$ cat config.mk
export PLATFORM = sky130hd
export DESIGN_NAME = spi_chunk_engine
export DESIGN_NICKNAME = d
export VERILOG_FILES = /design/src/rtl/spi_chunk_pkg.sv /design/src/rtl/chunk_sizer.sv /design/src/rtl/wait_timer.sv /design/src/rtl/spi_chunk_engine.sv
export SDC_FILE = /design/constraint.sdc
export NUM_CORES = 1
export LEC_CHECK = 0
export CORE_MARGIN = 10
export CORE_UTILIZATION = 60
export DETAILED_ROUTE_END_ITERATION = 7
export DONT_BUFFER_PORTS = 1
export GPL_TIMING_DRIVEN = 0
export MAX_ROUTING_LAYER = met4
export PLACE_DENSITY = 0.8
export SYNTH_ARGS = -nofsm -noshare
export SYNTH_HDL_FRONTEND = slang
export SYNTH_HIERARCHICAL = 1
export SYNTH_SLANG_ARGS = --single-unit
$ cat constraint.sdc
create_clock -name clk -period 4.8 [get_ports clk]
set_input_delay 0.96 -clock clk [delete_from_list [all_inputs] [get_ports clk]]
set_output_delay 0.96 -clock clk [all_outputs]
set_load 0.1 [all_outputs]
$ cat src/rtl/spi_chunk_pkg.sv
package spi_chunk_pkg;

  typedef enum logic [1:0] {
    ST_IDLE      = 2'd0,
    ST_WAIT_IDLE = 2'd1,
    ST_ISSUE     = 2'd2,
    ST_WAIT_ACK  = 2'd3
  } chunk_state_t;

  typedef enum logic [1:0] {
    XFER_OK      = 2'd0,
    XFER_BLOCKED = 2'd1,
    XFER_TIMEOUT = 2'd2
  } xfer_status_t;

endpackage

$ cat src/rtl/chunk_sizer.sv
module chunk_sizer #(
  parameter int LEN_W      = 16,
  parameter int PAGE_BYTES = 256,
  parameter int MAX_CHUNK  = 64,
  parameter int STEP       = 8,
  localparam int PAGE_BITS = $clog2(PAGE_BYTES),
  localparam int STEP_BITS = $clog2(STEP),
  localparam int CHUNK_W   = $clog2(MAX_CHUNK) + 1
) (
  input  logic [PAGE_BITS-1:0] addr_lo,
  input  logic [LEN_W-1:0]     remain,
  output logic [CHUNK_W-1:0]   chunk
);

  logic [LEN_W-1:0] room;
  logic [LEN_W-1:0] cand;

  // bytes left before the next page edge (1 .. PAGE_BYTES)
  assign room = LEN_W'(PAGE_BYTES) - LEN_W'(addr_lo);
  assign cand = (remain < room) ? remain : room;

  always_comb begin
    if (cand >= LEN_W'(MAX_CHUNK)) begin
      chunk = CHUNK_W'(MAX_CHUNK);
    end else if (cand > LEN_W'(STEP)) begin
      chunk = CHUNK_W'({cand[LEN_W-1:STEP_BITS], {STEP_BITS{1'b0}}});
    end else begin
      chunk = CHUNK_W'(cand);
    end
  end

endmodule

$ cat src/rtl/wait_timer.sv
module wait_timer #(
  parameter int TMO_W = 16
) (
  input  logic             clk,
  input  logic             rst,
  input  logic             clear,
  input  logic             run,
  input  logic [TMO_W-1:0] limit,
  output logic             expired
);

  logic [TMO_W-1:0] cnt;

  always_ff @(posedge clk) begin
    if (rst || clear) begin
      cnt <= '0;
    end else if (run && (cnt != limit)) begin
      cnt <= cnt + 1'b1;
    end
  end

  assign expired = run && (cnt == limit);

endmodule

$ cat src/rtl/spi_chunk_engine.sv
module spi_chunk_engine
  import spi_chunk_pkg::*;
#(
  parameter int ADDR_W     = 24,
  parameter int LEN_W      = 16,
  parameter int PAGE_BYTES = 256,
  parameter int MAX_CHUNK  = 64,
  parameter int STEP       = 8,
  parameter int TMO_W      = 16,
  localparam int PAGE_BITS = $clog2(PAGE_BYTES),
  localparam int CNT_W     = $clog2(MAX_CHUNK),
  localparam int CHUNK_W   = CNT_W + 1
) (
  input  logic              clk,
  input  logic              rst,
  input  logic              req_valid,
  input  logic [ADDR_W-1:0] req_addr,
  input  logic [LEN_W-1:0]  req_len,
  input  logic              req_write,
  input  logic              req_data_cycle,
  input  logic [TMO_W-1:0]  timeout_limit,
  input  logic              ctl_in_progress,
  output logic              busy,
  output logic              done,
  output logic              err,
  output logic [1:0]        err_code,
  output logic              cyc_req,
  output logic [ADDR_W-1:0] cyc_addr,
  output logic [CNT_W-1:0]  cyc_cnt_m1,
  output logic              cyc_write,
  output logic              cyc_data,
  input  logic              cyc_ack,
  input  logic              cyc_blocked
);

  chunk_state_t       state;
  logic [ADDR_W-1:0]  cur_addr;
  logic [LEN_W-1:0]   remain;
  logic               dir_q;
  logic               data_q;
  logic [CHUNK_W-1:0] chunk_q;
  logic [CHUNK_W-1:0] chunk_len;
  logic               tmr_clear;
  logic               tmr_run;
  logic               tmr_expired;

  chunk_sizer #(
    .LEN_W      (LEN_W),
    .PAGE_BYTES (PAGE_BYTES),
    .MAX_CHUNK  (MAX_CHUNK),
    .STEP       (STEP)
  ) sizer_i (
    .addr_lo (cur_addr[PAGE_BITS-1:0]),
    .remain  (remain),
    .chunk   (chunk_len)
  );

  assign tmr_clear = (state == ST_IDLE) || (state == ST_ISSUE);
  assign tmr_run   = ((state == ST_WAIT_IDLE) && ctl_in_progress) ||
                     ((state == ST_WAIT_ACK) && !cyc_ack);

  wait_timer #(
    .TMO_W (TMO_W)
  ) timer_i (
    .clk     (clk),
    .rst     (rst),
    .clear   (tmr_clear),
    .run     (tmr_run),
    .limit   (timeout_limit),
    .expired (tmr_expired)
  );

  always_ff @(posedge clk) begin
    if (rst) begin
      state      <= ST_IDLE;
      cur_addr   <= '0;
      remain     <= '0;
      dir_q      <= 1'b0;
      data_q     <= 1'b0;
      chunk_q    <= '0;
      busy       <= 1'b0;
      done       <= 1'b0;
      err        <= 1'b0;
      err_code   <= XFER_OK;
      cyc_req    <= 1'b0;
      cyc_addr   <= '0;
      cyc_cnt_m1 <= '0;
      cyc_write  <= 1'b0;
      cyc_data   <= 1'b0;
    end else begin
      done    <= 1'b0;
      cyc_req <= 1'b0;
      unique case (state)
        ST_IDLE: begin
          if (req_valid) begin
            cur_addr <= req_addr;
            remain   <= req_data_cycle ? req_len : '0;
            data_q   <= req_data_cycle && (req_len != '0);
            dir_q    <= req_write;
            busy     <= 1'b1;
            err      <= 1'b0;
            err_code <= XFER_OK;
            state    <= ST_WAIT_IDLE;
          end
        end
        ST_WAIT_IDLE: begin
          if (!ctl_in_progress) begin
            state <= ST_ISSUE;
          end else if (tmr_expired) begin
            busy     <= 1'b0;
            done     <= 1'b1;
            err      <= 1'b1;
            err_code <= XFER_TIMEOUT;
            state    <= ST_IDLE;
          end
        end
        ST_ISSUE: begin
          cyc_req    <= 1'b1;
          cyc_addr   <= cur_addr;
          cyc_cnt_m1 <= data_q ? CNT_W'(chunk_len - 1'b1) : '0;
          cyc_write  <= dir_q;
          cyc_data   <= data_q;
          chunk_q    <= data_q ? chunk_len : '0;
          state      <= ST_WAIT_ACK;
        end
        ST_WAIT_ACK: begin
          if (cyc_ack) begin
            if (cyc_blocked) begin
              busy     <= 1'b0;
              done     <= 1'b1;
              err      <= 1'b1;
              err_code <= XFER_BLOCKED;
              state    <= ST_IDLE;
            end else begin
              cur_addr <= cur_addr + ADDR_W'(chunk_q);
              remain   <= remain - LEN_W'(chunk_q);
              if (remain == LEN_W'(chunk_q)) begin
                busy     <= 1'b0;
                done     <= 1'b1;
                err      <= 1'b0;
                err_code <= XFER_OK;
                state    <= ST_IDLE;
              end else begin
                state <= ST_ISSUE;
              end
            end
          end else if (tmr_expired) begin
            busy     <= 1'b0;
            done     <= 1'b1;
            err      <= 1'b1;
            err_code <= XFER_TIMEOUT;
            state    <= ST_IDLE;
          end
        end
        default: state <= ST_IDLE;
      endcase
    end
  end

endmodule

==> results.txt, run 1 <==
critical setup path kind - reg -> reg
number of global-route vias before repair - 6227
post-DR wirelength/cell - 21.1 um
CP peak stage delay - 510 ps
fin. max-slew vios - 0
crit path cell chain - clkbuf_2 > inv_1 > ha_1 > or3b_1 > buf_2 > nor2_1 > xor2_1 > ha_1 > nand2_1 > a2111oi_1 > o22a_1 > buf_2 > mux2i_1 > inv_1 > ha_1 > nor3b_1 > xor2_1 > a22oi_1 > nor2_1
worst slack, placed - 336 ps
max-cap violation count - 0
Ant. Diodes - 0
number of synthesized flops with an enable pin - 0
Netlist cell types - 74
top cell type's share of synthesized area - 0.330
CP Capture Type - flip-flop
clock latency on the worst-skew pair - 400 ps
Clock Skew - 17.0 ps
Worst slew margin - 0.296
crit path launch type - flip-flop
drt pass-1 iters - 5
ys async rst share - 0
CTS tree - yes
initial antenna violation count - 0
P&R area growth vs syn - 5.93%
syn_area_per_cell - 7.66 um^2
TNS Setup - 0 ps
io pins - 102
min Tclk post-route - 4390 ps
cts hold-fix bufs - 0
CTS buffer count - 9
number of fill cells - 891
WHS - 483 ps
DIE AREA - 15100 um^2
Peak supply drop - 0.184 mV
Final #Nets - 933
htree depth - 3
most common cell in the synthesized netlist - nand2_1
Antenna Nets Post-Route - 0
layout cells sized above 1 - 0.0614
Synth Register Bits - 105
Syn Inst Count - 831
initial core utilization - 0.617
WP data arrival - 4660 ps
total gr overflow - 0
Top FF cell, synth - dfxtp_1
1st-iter DRT viols - 827
measured slew at the worst slew-check pin - 1050 ps
DRC - 0
first-pass GRT wire length - 32.0 mm
Chip Height - 123 um
GPL Wtd Cong - 0.994
Post-synth top cells - nand2_1 (146), dfxtp_1 (105), a21oi_1 (85), nor2_1 (58), nand3_1 (34)
status - finished, final reports clean
Clock Sinks - 105
Yosys top cell by area - dfxtp_1
cts repair resizes - 0
Slowest-stage cell, CP - a2111oi_1
Final period util - 0.915
delay-heaviest family, CP - compound AO/OA/AOI/OAI gates
Buf/Inv on CP - 5
ranking of synthesized cells by area - dfxtp_1 (33%), nand2_1 (8.6%), a21oi_1 (6.7%)
required time worst endpoint - 5070 ps
Vias/cell - 6.70
CTS root buf - clkbuf_8
largest net degree at the start of global routing - 22
WL final - 20.7 mm
gr usage total - 0.271
total of warnings raised by yosys - 6
number of cells after detailed placement - 967
register area share after synthesis - 0.330
Multi-input gate area - 3970 um^2
final setup fails - 0
Reg area - 2100 um^2
fmax - 0.228 GHz
Setup WS post-layout - 409 ps
Core Region - 10300 um^2
clk slew on worst S/H paths - 130 ps
postcts setup bufs - 0
crit-path max FO - 10
Mapped Nets - 922
Leak - 0.00226 uW
Fin. Hold Viols - 0
Worst Hold Class - reg -> reg
via count - 6590
Non-Filler Instances - 983
Post-DP HPWL - 15.5 mm
Die Wd - 123 um
cell area power density - 305 nW/um^2
cell row count - 37
cell mode on critical path - ha_1
RSZ-0062 raised after global routing - no
total power draw - 2060 uW
CTS Buffer Depth - 2
Mapped Area - 6370 um^2
count of input and output buffers - 0
## layout make-up
cell class | count | area share
inverters | 24 | 0.0134
well taps | 136 | 0.0252
clock inverters | 7 | 0.0121
clock buffers | 9 | 0.0184
flip-flops and latches | 105 | 0.312
multi-input cells | 655 | 0.588
plain buffers | 47 | 0.0312
## layout by cell type, fill, tap and decap left out, types with 4 or more instances in the layout
master | Yosys | routed
o211ai_1 | 10 | 10
buf_2 | 14 | 14
xor2_1 | 9 | 9
a211oi_1 | 10 | 10
o22ai_1 | 6 | 6
or3_1 | 15 | 15
nor2_1 | 58 | 58
a22oi_1 | 8 | 8
nand3b_1 | 5 | 5
a311oi_1 | 12 | 12
nand3_1 | 34 | 34
a21oi_1 | 85 | 85
dfxtp_1 | 105 | 105
nand2b_1 | 7 | 7
and2_1 | 5 | 5
inv_1 | 23 | 23
clkbuf_1 | 30 | 29
o311ai_0 | 4 | 4
o31ai_1 | 11 | 11
o21ai_0 | 31 | 31
or2_1 | 4 | 4
o21ai_1 | 5 | 5
ha_1 | 25 | 25
nand2_1 | 146 | 146
a31oi_1 | 10 | 10
nor3_1 | 23 | 23
or4_1 | 7 | 7
nand4_1 | 12 | 12
a21o_1 | 4 | 4
nor4_1 | 13 | 13
clkbuf_8 | 0 | 9
xnor2_1 | 22 | 22
mux2i_1 | 15 | 15
## layer usage
| metal | vias up | share of wire | routed length [um] | track usage |
|---|---|---|---|---|
| li1 | 3051 | - | - | - |
| met1 | 3095 | 0.39 | 8100 | 0.324 |
| met2 | 387 | 0.48 | 9940 | 0.448 |
| met3 | 57 | 0.10 | 2120 | 0.0442 |
| met4 | 0 | 0.027 | 554 | 0.107 |
| met5 | - | 0 | 0 | - |
## cell families (layout without fill, tap and decap cells)
| group | Yosys count | count (layout) | share of synthesized area |
|---|---|---|---|
| mux | 17 | 17 | 0.0271 |
| xor+xnor | 31 | 31 | 0.0426 |
| compound gates | 226 | 226 | 0.231 |
| simple gates | 354 | 354 | 0.267 |
| fa+ha+maj | 27 | 27 | 0.0554 |
| flops | 105 | 105 | 0.330 |
| buf+inv | 71 | 87 | 0.0470 |
## flip-flops by register name, indices dropped and copies added, names as in the netlist, 2 cells and up
| signal | cells |
|---|---|
| cur_addr | 24 |
| cyc_addr | 24 |
| remain | 16 |
| timer_i/cnt | 16 |
| chunk_q | 7 |
| cyc_cnt_m1 | 6 |
| err_code | 2 |
| state | 2 |
## final timing paths
kind / startpoint / end / slack, ps / cells after the start
worst min-delay path: dir_q$_SDFFE_PP0P_ / cyc_write$_SDFFE_PP0P_ / 480 / 2
worst max register to register: cur_addr[0]$_SDFFE_PP0P_ / cyc_cnt_m1[4]$_SDFFE_PP0P_ / 410 / 19
worst min register to register: dir_q$_SDFFE_PP0P_ / cyc_write$_SDFFE_PP0P_ / 480 / 2
worst max-delay path: cur_addr[0]$_SDFFE_PP0P_ / cyc_cnt_m1[4]$_SDFFE_PP0P_ / 410 / 19
## stage by stage
stage | instance area [um^2] | utilization
finish | 6750 | 0.653
global route | 6750 | 0.653
CTS | 6740 | 0.653
detailed placement | 6540 | 0.633
global placement | 6540 | 0.633
floorplan | 6370 | -
## power by group
| part | total, uW | leakage [uW] | switching (uW) | internal (uW) |
|---|---|---|---|---|
| sequential | 1010 | 0.000853 | 100 | 905 |
| combinational | 464 | 0.00130 | 289 | 175 |
| clock | 586 | 0.000104 | 376 | 210 |
## worst min-delay path, delay by kind of cell (launching register included)
kind               cells  cell delay (ps)
DFF                    1              340
and+or+nand+nor        1               70
AOI/OAI and AO/OA      1               60
No activity file was read; power rests on OpenSTA's default activity.
==> inputs of run 2 (changes only) <==
- CAP_MARGIN: not set -> 0
==> results of run 2 <==
Final layout, timing and power as in run 1 (identical DEF).
